### src/rtl/disp_i2c_pkg.sv
package disp_i2c_pkg;
  typedef enum logic [2:0] {
    ST_IDLE, ST_ADDR, ST_CMD, ST_WDATA, ST_ACK, ST_RDATA, ST_RACK
  } state_t;

  localparam logic [5:0] DEV_ADDR_HI = 6'b011110;
  localparam logic [2:0] SUB_OP      = 3'b111;
  localparam int         CONT_BIT    = 7;
endpackage

### src/rtl/disp_i2c_sync.sv
module disp_i2c_sync #(
  parameter int W      = 2,
  parameter int STAGES = 2
) (
  input  logic         clk_i,
  input  logic         rst_ni,
  input  logic [W-1:0] d_i,
  output logic [W-1:0] q_o
);
  logic [STAGES-1:0][W-1:0] st_q;

  // idle bus lines are high
  always_ff @(posedge clk_i or negedge rst_ni) begin
    if (!rst_ni) st_q <= '1;
    else         st_q <= {st_q[STAGES-2:0], d_i};
  end

  assign q_o = st_q[STAGES-1];
endmodule

### src/rtl/disp_i2c_ptr.sv
module disp_i2c_ptr #(
  parameter int AW = 6
) (
  input  logic          clk_i,
  input  logic          rst_ni,
  input  logic          ld_ptr_i,
  input  logic [AW-1:0] ld_ptr_val_i,
  input  logic          ld_sub_i,
  input  logic [3:0]    ld_sub_val_i,
  input  logic          adv_i,
  output logic [AW-1:0] ptr_o,
  output logic [3:0]    sub_o
);
  localparam logic [AW-1:0] PTR_LAST = '1;

  logic [AW-1:0] ptr_q;
  logic [3:0]    sub_q;

  always_ff @(posedge clk_i or negedge rst_ni) begin
    if (!rst_ni) begin
      ptr_q <= '0;
      sub_q <= '0;
    end else begin
      if (ld_ptr_i) ptr_q <= ld_ptr_val_i;
      else if (adv_i) begin
        if (ptr_q == PTR_LAST) begin
          ptr_q <= '0;
          sub_q <= sub_q + 4'd1;
        end else begin
          ptr_q <= ptr_q + 1'b1;
        end
      end
      if (ld_sub_i) sub_q <= ld_sub_val_i;
    end
  end

  assign ptr_o = ptr_q;
  assign sub_o = sub_q;


  ptr_inc_chk: assert property (@(posedge clk_i) disable iff (!rst_ni)
    (adv_i && !ld_ptr_i && !ld_sub_i && ptr_q != PTR_LAST) |=>
      (ptr_q == $past(ptr_q) + 1'b1 && sub_q == $past(sub_q)));


  ptr_wrap_chk: assert property (@(posedge clk_i) disable iff (!rst_ni)
    (adv_i && !ld_ptr_i && !ld_sub_i && ptr_q == PTR_LAST) |=>
      (ptr_q == '0 && sub_q == $past(sub_q) + 4'd1));


  ptr_load_chk: assert property (@(posedge clk_i) disable iff (!rst_ni)
    ld_ptr_i |=> ptr_q == $past(ld_ptr_val_i));
endmodule

### src/rtl/disp_i2c_slave.sv
module disp_i2c_slave
  import disp_i2c_pkg::*;
#(
  parameter int AW          = 6,
  parameter int SYNC_STAGES = 2
) (
  input  logic          clk_i,
  input  logic          rst_ni,
  input  logic          scl_i,
  input  logic          sda_i,
  input  logic          sa0_i,
  input  logic [3:0]    subaddr_i,
  output logic          sda_oe_o,
  output logic          ram_we_o,
  output logic [AW-1:0] ram_addr_o,
  output logic [7:0]    ram_wdata_o,
  input  logic [7:0]    ram_rdata_i
);
  logic [1:0] sync_q;
  logic       scl_s, sda_s, scl_d, sda_d;

  disp_i2c_sync #(.W(2), .STAGES(SYNC_STAGES)) u_sync (
    .clk_i  (clk_i),
    .rst_ni (rst_ni),
    .d_i    ({scl_i, sda_i}),
    .q_o    (sync_q)
  );

  assign scl_s = sync_q[1];
  assign sda_s = sync_q[0];

  always_ff @(posedge clk_i or negedge rst_ni) begin
    if (!rst_ni) begin
      scl_d <= 1'b1;
      sda_d <= 1'b1;
    end else begin
      scl_d <= scl_s;
      sda_d <= sda_s;
    end
  end

  logic scl_rise, scl_fall, start_det, stop_det;
  assign scl_rise  = scl_s & ~scl_d;
  assign scl_fall  = ~scl_s & scl_d;
  assign start_det = scl_s & scl_d & sda_d & ~sda_s;
  assign stop_det  = scl_s & scl_d & ~sda_d & sda_s;

  state_t        state_q, after_q;
  logic [3:0]    bit_cnt_q;
  logic [7:0]    sh_q, tx_q;
  logic          oe_q, mack_q;
  logic [AW-1:0] ptr;
  logic [3:0]    sub;
  logic          sel, byte_end, addr_hit, ld_ptr, ld_sub, adv;

  assign sel      = (sub == subaddr_i);
  assign byte_end = scl_fall & (bit_cnt_q == 4'd8);
  assign addr_hit = (sh_q[7:1] == {DEV_ADDR_HI, sa0_i});
  assign ld_ptr   = (state_q == ST_CMD) & byte_end & ~sh_q[6];
  assign ld_sub   = (state_q == ST_CMD) & byte_end & (sh_q[6:4] == SUB_OP);
  assign adv      = byte_end & ((state_q == ST_WDATA) | (state_q == ST_RDATA));

  disp_i2c_ptr #(.AW(AW)) u_ptr (
    .clk_i        (clk_i),
    .rst_ni       (rst_ni),
    .ld_ptr_i     (ld_ptr),
    .ld_ptr_val_i (sh_q[AW-1:0]),
    .ld_sub_i     (ld_sub),
    .ld_sub_val_i (sh_q[3:0]),
    .adv_i        (adv),
    .ptr_o        (ptr),
    .sub_o        (sub)
  );

  always_ff @(posedge clk_i or negedge rst_ni) begin
    if (!rst_ni) begin
      state_q   <= ST_IDLE;
      after_q   <= ST_IDLE;
      bit_cnt_q <= '0;
      sh_q      <= '0;
      tx_q      <= '0;
      oe_q      <= 1'b0;
      mack_q    <= 1'b0;
    end else if (start_det) begin
      state_q   <= ST_ADDR;
      bit_cnt_q <= '0;
      oe_q      <= 1'b0;
    end else if (stop_det) begin
      state_q   <= ST_IDLE;
      oe_q      <= 1'b0;
    end else begin
      case (state_q)
        ST_ADDR, ST_CMD, ST_WDATA: begin
          if (scl_rise && bit_cnt_q < 4'd8) begin
            sh_q      <= {sh_q[6:0], sda_s};
            bit_cnt_q <= bit_cnt_q + 4'd1;
          end else if (byte_end) begin
            bit_cnt_q <= '0;
            state_q   <= ST_ACK;
            if (state_q == ST_ADDR) begin
              if (addr_hit) begin
                oe_q    <= 1'b1;
                after_q <= sh_q[0] ? ST_RDATA : ST_CMD;
              end else begin
                state_q <= ST_IDLE;  // wait for next start
              end
            end else if (state_q == ST_CMD) begin
              oe_q    <= 1'b1;
              after_q <= sh_q[CONT_BIT] ? ST_CMD : ST_WDATA;
            end else begin
              oe_q    <= sel;
              after_q <= ST_WDATA;
            end
          end
        end
        ST_ACK: begin
          if (scl_fall) begin
            oe_q      <= 1'b0;
            state_q   <= after_q;
            bit_cnt_q <= '0;
            if (after_q == ST_RDATA) begin
              tx_q <= ram_rdata_i;
              oe_q <= sel & ~ram_rdata_i[7];
            end
          end
        end
        ST_RDATA: begin
          if (scl_rise && bit_cnt_q < 4'd8) begin
            bit_cnt_q <= bit_cnt_q + 4'd1;
          end else if (scl_fall) begin
            if (bit_cnt_q == 4'd8) begin
              oe_q      <= 1'b0;
              state_q   <= ST_RACK;
              bit_cnt_q <= '0;
            end else if (bit_cnt_q != 4'd0) begin
              tx_q <= tx_q << 1;
              oe_q <= sel & ~tx_q[6];
            end
          end
        end
        ST_RACK: begin
          if (scl_rise) begin
            mack_q <= ~sda_s;
          end else if (scl_fall) begin
            if (mack_q) begin
              state_q <= ST_RDATA;
              tx_q    <= ram_rdata_i;
              oe_q    <= sel & ~ram_rdata_i[7];
            end else begin
              state_q <= ST_IDLE;
            end
          end
        end
        default: state_q <= ST_IDLE;
      endcase
    end
  end

  assign sda_oe_o    = oe_q;
  assign ram_we_o    = (state_q == ST_WDATA) & byte_end & sel;
  assign ram_addr_o  = ptr;
  assign ram_wdata_o = sh_q;


  start_abort_chk: assert property (@(posedge clk_i) disable iff (!rst_ni)
    start_det |=> (state_q == ST_ADDR && bit_cnt_q == 4'd0));


  stop_abort_chk: assert property (@(posedge clk_i) disable iff (!rst_ni)
    stop_det |=> (state_q == ST_IDLE && !oe_q));


  oe_scl_low_chk: assert property (@(posedge clk_i) disable iff (!rst_ni)
    !$stable(oe_q) |-> !scl_s);


  wdata_ack_chk: assert property (@(posedge clk_i) disable iff (!rst_ni)
    ram_we_o |=> (oe_q && state_q == ST_ACK));


  idle_quiet_chk: assert property (@(posedge clk_i) disable iff (!rst_ni)
    (state_q == ST_IDLE) |-> (!oe_q && !ram_we_o));
endmodule

### config.mk
export PLATFORM = sky130hd
export DESIGN_NAME = disp_i2c_slave
export DESIGN_NICKNAME = d
export VERILOG_FILES = /design/src/rtl/disp_i2c_pkg.sv /design/src/rtl/disp_i2c_sync.sv /design/src/rtl/disp_i2c_ptr.sv /design/src/rtl/disp_i2c_slave.sv
export SDC_FILE = /design/constraint.sdc
export NUM_CORES = 1
export LEC_CHECK = 0
export BUFFER_PORTS_ARGS = -buffer_cell sky130_fd_sc_hd__buf_4
export CAP_MARGIN = 5
export CORE_UTILIZATION = 54
export CTS_BUF_LIST = sky130_fd_sc_hd__clkbuf_8 sky130_fd_sc_hd__clkbuf_16
export CTS_CLUSTER_DIAMETER = 200
export DETAILED_ROUTE_END_ITERATION = 10
export GPL_TIMING_DRIVEN = 0
export PLACE_DENSITY_LB_ADDON = 0.12
export SYNTH_ARGS = -nofsm -noshare
export SYNTH_HDL_FRONTEND = slang
export SYNTH_HIERARCHICAL = 1
export SYNTH_SLANG_ARGS = --single-unit
### constraint.sdc
create_clock -name clk_i -period 2.91 [get_ports clk_i]
set_clock_uncertainty 0.2 [all_clocks]
set_input_delay 0.582 -clock clk_i [delete_from_list [all_inputs] [get_ports clk_i]]
set_output_delay 0.582 -clock clk_i [all_outputs]
set_load 0.005 [all_outputs]
### After elaboration in Yosys (flattened, before gate mapping)

Cells that the tools add are included.

| operators by class | value |
|---|---|
| $add $sub $neg | 3 |
| order comparisons | 1 |
| eq/ne operators | 39 |
| mux-type cells | 62 |
| bitwise gates (word level) | 27 |
| reduce and logical (&&, ||, !) cells | 17 |

Operators with widths:

| cell | number |
|---|---|
| two-way mux 7 bit | 9 |
| two-way mux 3 bit | 16 |
| two-way mux 4 bit | 12 |
| != test 4 bit, second input constant | 10 |
| case mux 7 bit (3 select lines) | 1 |
| != test 2 bit, second input constant | 10 |
| two-way mux 1 bit | 18 |
| two-way mux 6 bit | 3 |
| AND 1 bit | 16 |
| == test 3 bit, second input constant | 5 |
| case mux 3 bit (4 select lines) | 1 |
| case mux 4 bit (3 select lines) | 1 |
| AND reduction 12 bit | 1 |
| AND reduction 6 bit | 2 |
| AND reduction 11 bit | 1 |
| NOT 1 bit | 10 |
| adder 4 x 1 -> 4 bit, second input constant | 2 |
| != test 4 x 3 -> 1 bit, second input constant | 2 |
| AND reduction 4 bit | 2 |
| AND reduction 8 bit | 1 |
| nonzero test 4 bit | 2 |
| == test 7 x 6 -> 1 bit | 1 |
| adder 6 x 1 -> 6 bit, second input constant | 1 |
| == test 3 x 2 -> 1 bit, second input constant | 2 |
| 17 further kinds | 20 |

| word-level totals | value |
|---|---|
| flip-flop bits (word level) | 43 |
| input bits | 17 |
| output and inout bits | 16 |
| logic and storage cells | 162 |

### Depth between registers and ports, before layout

| logic depth | value |
|---|---|
| depth in word-level cells | 9 |
| depth in mapped cells | 9 |
| gate-level depth less buffers | 8 |

### By module

The synthesis kept the hierarchy.

By module, submodules not included:

| module | instances | cells an instance | area an instance (um^2) | sequential area each (um^2) |
|---|---|---|---|---|
| disp_i2c_slave | 1 | 161 | 1744.2 | 728.2 |
| disp_i2c_ptr | 1 | 64 | 615.6 | 250.2 |
| disp_i2c_sync | 1 | 6 | 120.1 | 105.1 |

### Least setup slack after synthesis

No wires, ideal clock.

| timing path | value |
|---|---|
| kind | reg-to-reg |
| start point | register bit_cnt_q[0] |
| end point | register u_ptr.sub_q[3] (netlist: u_ptr/sub_o[3]) |
| setup time | 82 ps |
| arrival time | 2201 ps |
| required time | 2628 ps |
| setup slack | 427 ps |
| stages on the path, launching flop included | 10 |
| cell sequence | dfrtp_1 -> inv_1 -> ha_1 -> nand3b_1 -> or2_2 -> a211oi_1 -> buf_2 -> nand3b_1 -> or4_1 -> a31oi_1 |

RTL lines:

| what | RTL line | source |
|---|---|---|
| start: declaration | disp_i2c_slave.sv:49 | `logic [3:0] bit_cnt_q;` |
| start signal: assignment | disp_i2c_slave.sv:96 | `bit_cnt_q <= bit_cnt_q + 4'd1;` |
| start signal: assignment | disp_i2c_slave.sv:129 | `bit_cnt_q <= bit_cnt_q + 4'd1;` |
| == test 4 bit | disp_i2c_slave.sv:57 | `assign byte_end = scl_fall & (bit_cnt_q == 4'd8);` |
| AND 1 bit | disp_i2c_slave.sv:57 |  |
| AND 1 bit | disp_i2c_slave.sv:61 | `assign adv = byte_end & ((state_q == ST_WDATA) \| (state_q == ST_RDATA));` |
| named net adv | disp_i2c_slave.sv:54 | `logic sel, byte_end, addr_hit, ld_ptr, ld_sub, adv;` |
| nonzero test 2 bit (no line) | n/a |  |
| AND reduction 3 bit (no line) | n/a |  |
| end signal: assignment | disp_i2c_ptr.sv:28 | `sub_q <= sub_q + 4'd1;` |
| end signal: assignment | disp_i2c_ptr.sv:33 | `if (ld_sub_i) sub_q <= ld_sub_val_i;` |
| end: declaration | disp_i2c_ptr.sv:17 | `logic [3:0] sub_q;` |

The timed path passes the listed nets, and every way through them passes these cells.
A chain may end at the register's enable or synchronous reset.

### Final worst setup path

| timing path | value |
|---|---|
| start point | register scl_d |
| end point | register u_ptr.sub_q[3] (netlist: u_ptr/sub_o[3]) |

RTL lines:

| what | RTL line | source |
|---|---|---|
| start: declaration | disp_i2c_slave.sv:20 | `logic scl_s, sda_s, scl_d, sda_d;` |
| start signal: assignment | disp_i2c_slave.sv:37 | `scl_d <= scl_s;` |
| AND 1 bit | disp_i2c_slave.sv:44 | `assign scl_fall = ~scl_s & scl_d;` |
| AND 1 bit | disp_i2c_slave.sv:57 |  |
| AND 1 bit | disp_i2c_slave.sv:61 |  |
| named net adv | disp_i2c_slave.sv:54 |  |
| nonzero test 2 bit (no line) | n/a |  |
| AND reduction 3 bit (no line) | n/a |  |

The timed path passes the listed nets, and every way through them passes these cells.

==> impl_results.md <==
- Status: finished, final reports clean
- Routed WL: 5040 microns
- Asr flop ratio synth: 100%
- Top FF cell, synth: dfrtp_1
- Crit path capture: u_ptr/sub_o[3]$_DFFE_PN0P_
- Tot GR Track Use: ~22%
- DRC viols: 0
- Core Box Area: about 4400 sq um
- # setup viols final: 0
- Hold Buf Count CTS: 0
- Yosys cell types: between 50 and 60
- Crit path cell chain: nand2b_1 > buf_6 > or2_2 > a211oi_2 > buf_4 > nand3b_1 > or4_1 > a31oi_1
- Area Overhead vs Synth: 17.1%
- Initial antenna violation count: 0
- CP Launch Point: scl_d$_DFF_PN1_
- CP max stage delay: between 500 and 600 ps
- Worst path top cell family by delay: simple AND/OR/NAND/NOR gates
- Post-Syn Area: ~2500 sq um
- WL per Instance: between 15 and 20 microns
- Ports: 33
- Clk buf depth: 2
- Initial Util: 56.6%
- Synth Warn #: 6
- Largest net degree at the start of global routing: 44
- Worst path required time: 2930 ps
- Routed Antenna Nets: 0
- Final WS setup: about 210 ps
- Dpl hpwl: 3610 microns
- Die area: roughly 4900 sq um
- Crit Path Class: flip-flop to flip-flop
- CP Buf/Inv Count: 2
- Slew HR: a little over half
- Fin. Hold Viols: 0
- Reg2reg end: u_ptr/sub_o[3]$_DFFE_PN0P_
- #FFs+latches synth: 43
- Gr ovfl total: 0
- Pwr Total: around 0.0018 W
- Iter 0 DRT Violations: ~130
- Final setup TNS: 0 ps
- Die Span X: ~70 microns
- PD cells: about 630 nW/um^2
- Lkg Pwr: ~1.3 nW
- First-pass GRT wire length: 8430 microns
- Fmax: about 0.37 GHz
- Site Rows: 24
- Hold WS: between 50 and 60 ps
- Worst Reg-to-Reg Cells: 8
- Pre-antenna DRT Iters: 4
- Number of CTS-inserted buffers: 5
- Worst slew pin tran: roughly 700 ps
- H-tree levels: 2
- Final min period: between 2000 and 3000 ps
- Avg Vias per Cell: roughly 6
- Worst Setup End Kind: flip-flop
- CTS tree: built
- Final period util: between 90% and 100%
- Root buffer cell: clkbuf_8
- Slew Viols, Final: 0
- Share of cells above drive strength 1: between 30% and 40%
- Port bufs: 32
- RSZ-0062 raised after global routing: false
- Worst-path fanout max: 8
- CP Data Arrival Time: 2720 ps
- Type of the worst min-delay path: primary input to asynchronous set/reset pin
- Syn nets: ~250
- Vias in the first global route: approximately 1800
- Worst-path clk slew: roughly 80 ps
- Clk Latency, worst-skew pair: 290 ps
- Number of synthesized flops with an enable pin: 0
- Die height: around 70 microns
- Synth Instances: between 200 and 250
- Worst R2R Setup Slack: approximately 210 ps
- Via Count: ~1900
- Ant. Diodes: 0
- Critical path depth: 8
- Max_cap viols: 0
- Pre-CTS WS: 91.2 ps
- Average cell area after synthesis: approximately 11 sq um
- Worst vdd ir: between 0.0004 and 0.0005 V
- RePlAce Congestion: about 0.94
- Nets: 292
- Post-synthesis sequential area ratio: about 44%
- CTS Sinks: 43
- Startpoint types: flip-flop
- Crit-path slowest cell: dfstp_2
- Worst r2r src: scl_d$_DFF_PN1_
[per-layer routing]
layer | part of all wire (%) | track usage [%] | vias to the layer above | wire length (microns)
li1 | - | - | 935 | -
met1 | 48 | 30.2 | 929 | 2400
met2 | 47 | 34.5 | 41 | 2380
met3 | 4.6 | 4.36 | 2 | 233
met4 | 0.58 | 7.11 | 0 | 29
met5 | 0 | 0 | - | 0
[what timing repair did]
action | in CTS | in global routing
buffers inserted | 0 | 1
endpoints found under the setup margin | 0 | 3
gates resized for setup | 0 | 2
[power by group]
group | internal [W] | switching, W
Clock | 0.000216 | 0.000198
Combinational | 0.000279 | 0.000283
Sequential | 0.000727 | 0.000124
Total | 0.00122 | 0.000605
[sequential cells by signal, indices dropped and copies added (netlist names), 3 cells and up]
register / cells
bit_cnt_q: 4
tx_q: 7
after_q: 3
u_ptr/sub_o: 4
u_ptr/ptr_o: 6
ram_wdata_o: 8
state_q: 3
[worst min path at each step]
stage                                   from                          to  slack, ps  cells past startpoint
floorplan                             rst_ni      after_q[0]$_DFFE_PN0P_         90                      0
global placement    u_sync/st_q[1]$_DFF_PN1_     u_sync/q_o[1]$_DFF_PN1_        150                      0
detailed placement  u_sync/st_q[1]$_DFF_PN1_     u_sync/q_o[1]$_DFF_PN1_        150                      0
CTS                                   rst_ni  u_ptr/sub_o[2]$_DFFE_PN0P_         70                      1
global route                          rst_ni  u_ptr/sub_o[2]$_DFFE_PN0P_        100                      1
finish                                rst_ni  u_ptr/sub_o[2]$_DFFE_PN0P_         60                      1
[metrics by stage]
step | instances | area, sq um | utilization, %
finish | 324 | 2900 | 66.2
global route | 324 | 2900 | 66.2
CTS | 323 | 2890 | 65.9
detailed placement | 315 | 2790 | 63.5
global placement | 315 | 2790 | 63.5
floorplan | 231 | 2480 | -
[cell usage after synthesis, drive strengths merged, types with 5 or more instances]
cell    number  area [sq um]
mux2        22           251
mux2i        7          70.1
a21o         5          37.5
buf          8          60.1
inv         13          48.8
nand3        6          30.0
nand2b       7          43.8
nor2        13          56.3
o21ai       11          55.1
dfstp        6           158
nor4         6          67.6
nand2       15          56.3
dfrtp       37           926
a21oi        6          30.0
xor2         7          61.3
a31oi        5          31.3
[area by class of cell]
cell class	count	area, sq um
inverters	13	48.8
repair buffers	33	248
fillers	370	1480
well taps	52	65.1
multi-input cells	166	1290
clock buffers	7	96.3
plain buffers	9	66.3
clock inverters	1	7.51
flip-flops and latches	43	1080
[cells by family (layout without fill, tap and decap cells)]
family	Yosys count	count (layout)	synth area share (%)
muxes	29	29	13.0
adders and majority gates	4	4	2.02
AOI/OAI and AO/OA	56	56	16.3
and+or+nand+nor	69	69	17.7
DFF	43	43	43.7
xor gates and xnor gates	8	8	2.83
buffers and inverters	22	63	4.54
[cells in the final DEF (no fill, tap or decap), types with 7 or more instances in the layout]
| cell | instances |
|---|---|
| o21ai_0 | 11 |
| nand2b_1 | 7 |
| xor2_1 | 7 |
| nor2_1 | 12 |
| buf_4 | 37 |
| nand2_1 | 15 |
| mux2i_1 | 7 |
| mux2_2 | 21 |
| clkbuf_8 | 7 |
| inv_1 | 13 |
| dfrtp_1 | 37 |
(Power assumes the default switching activity.)
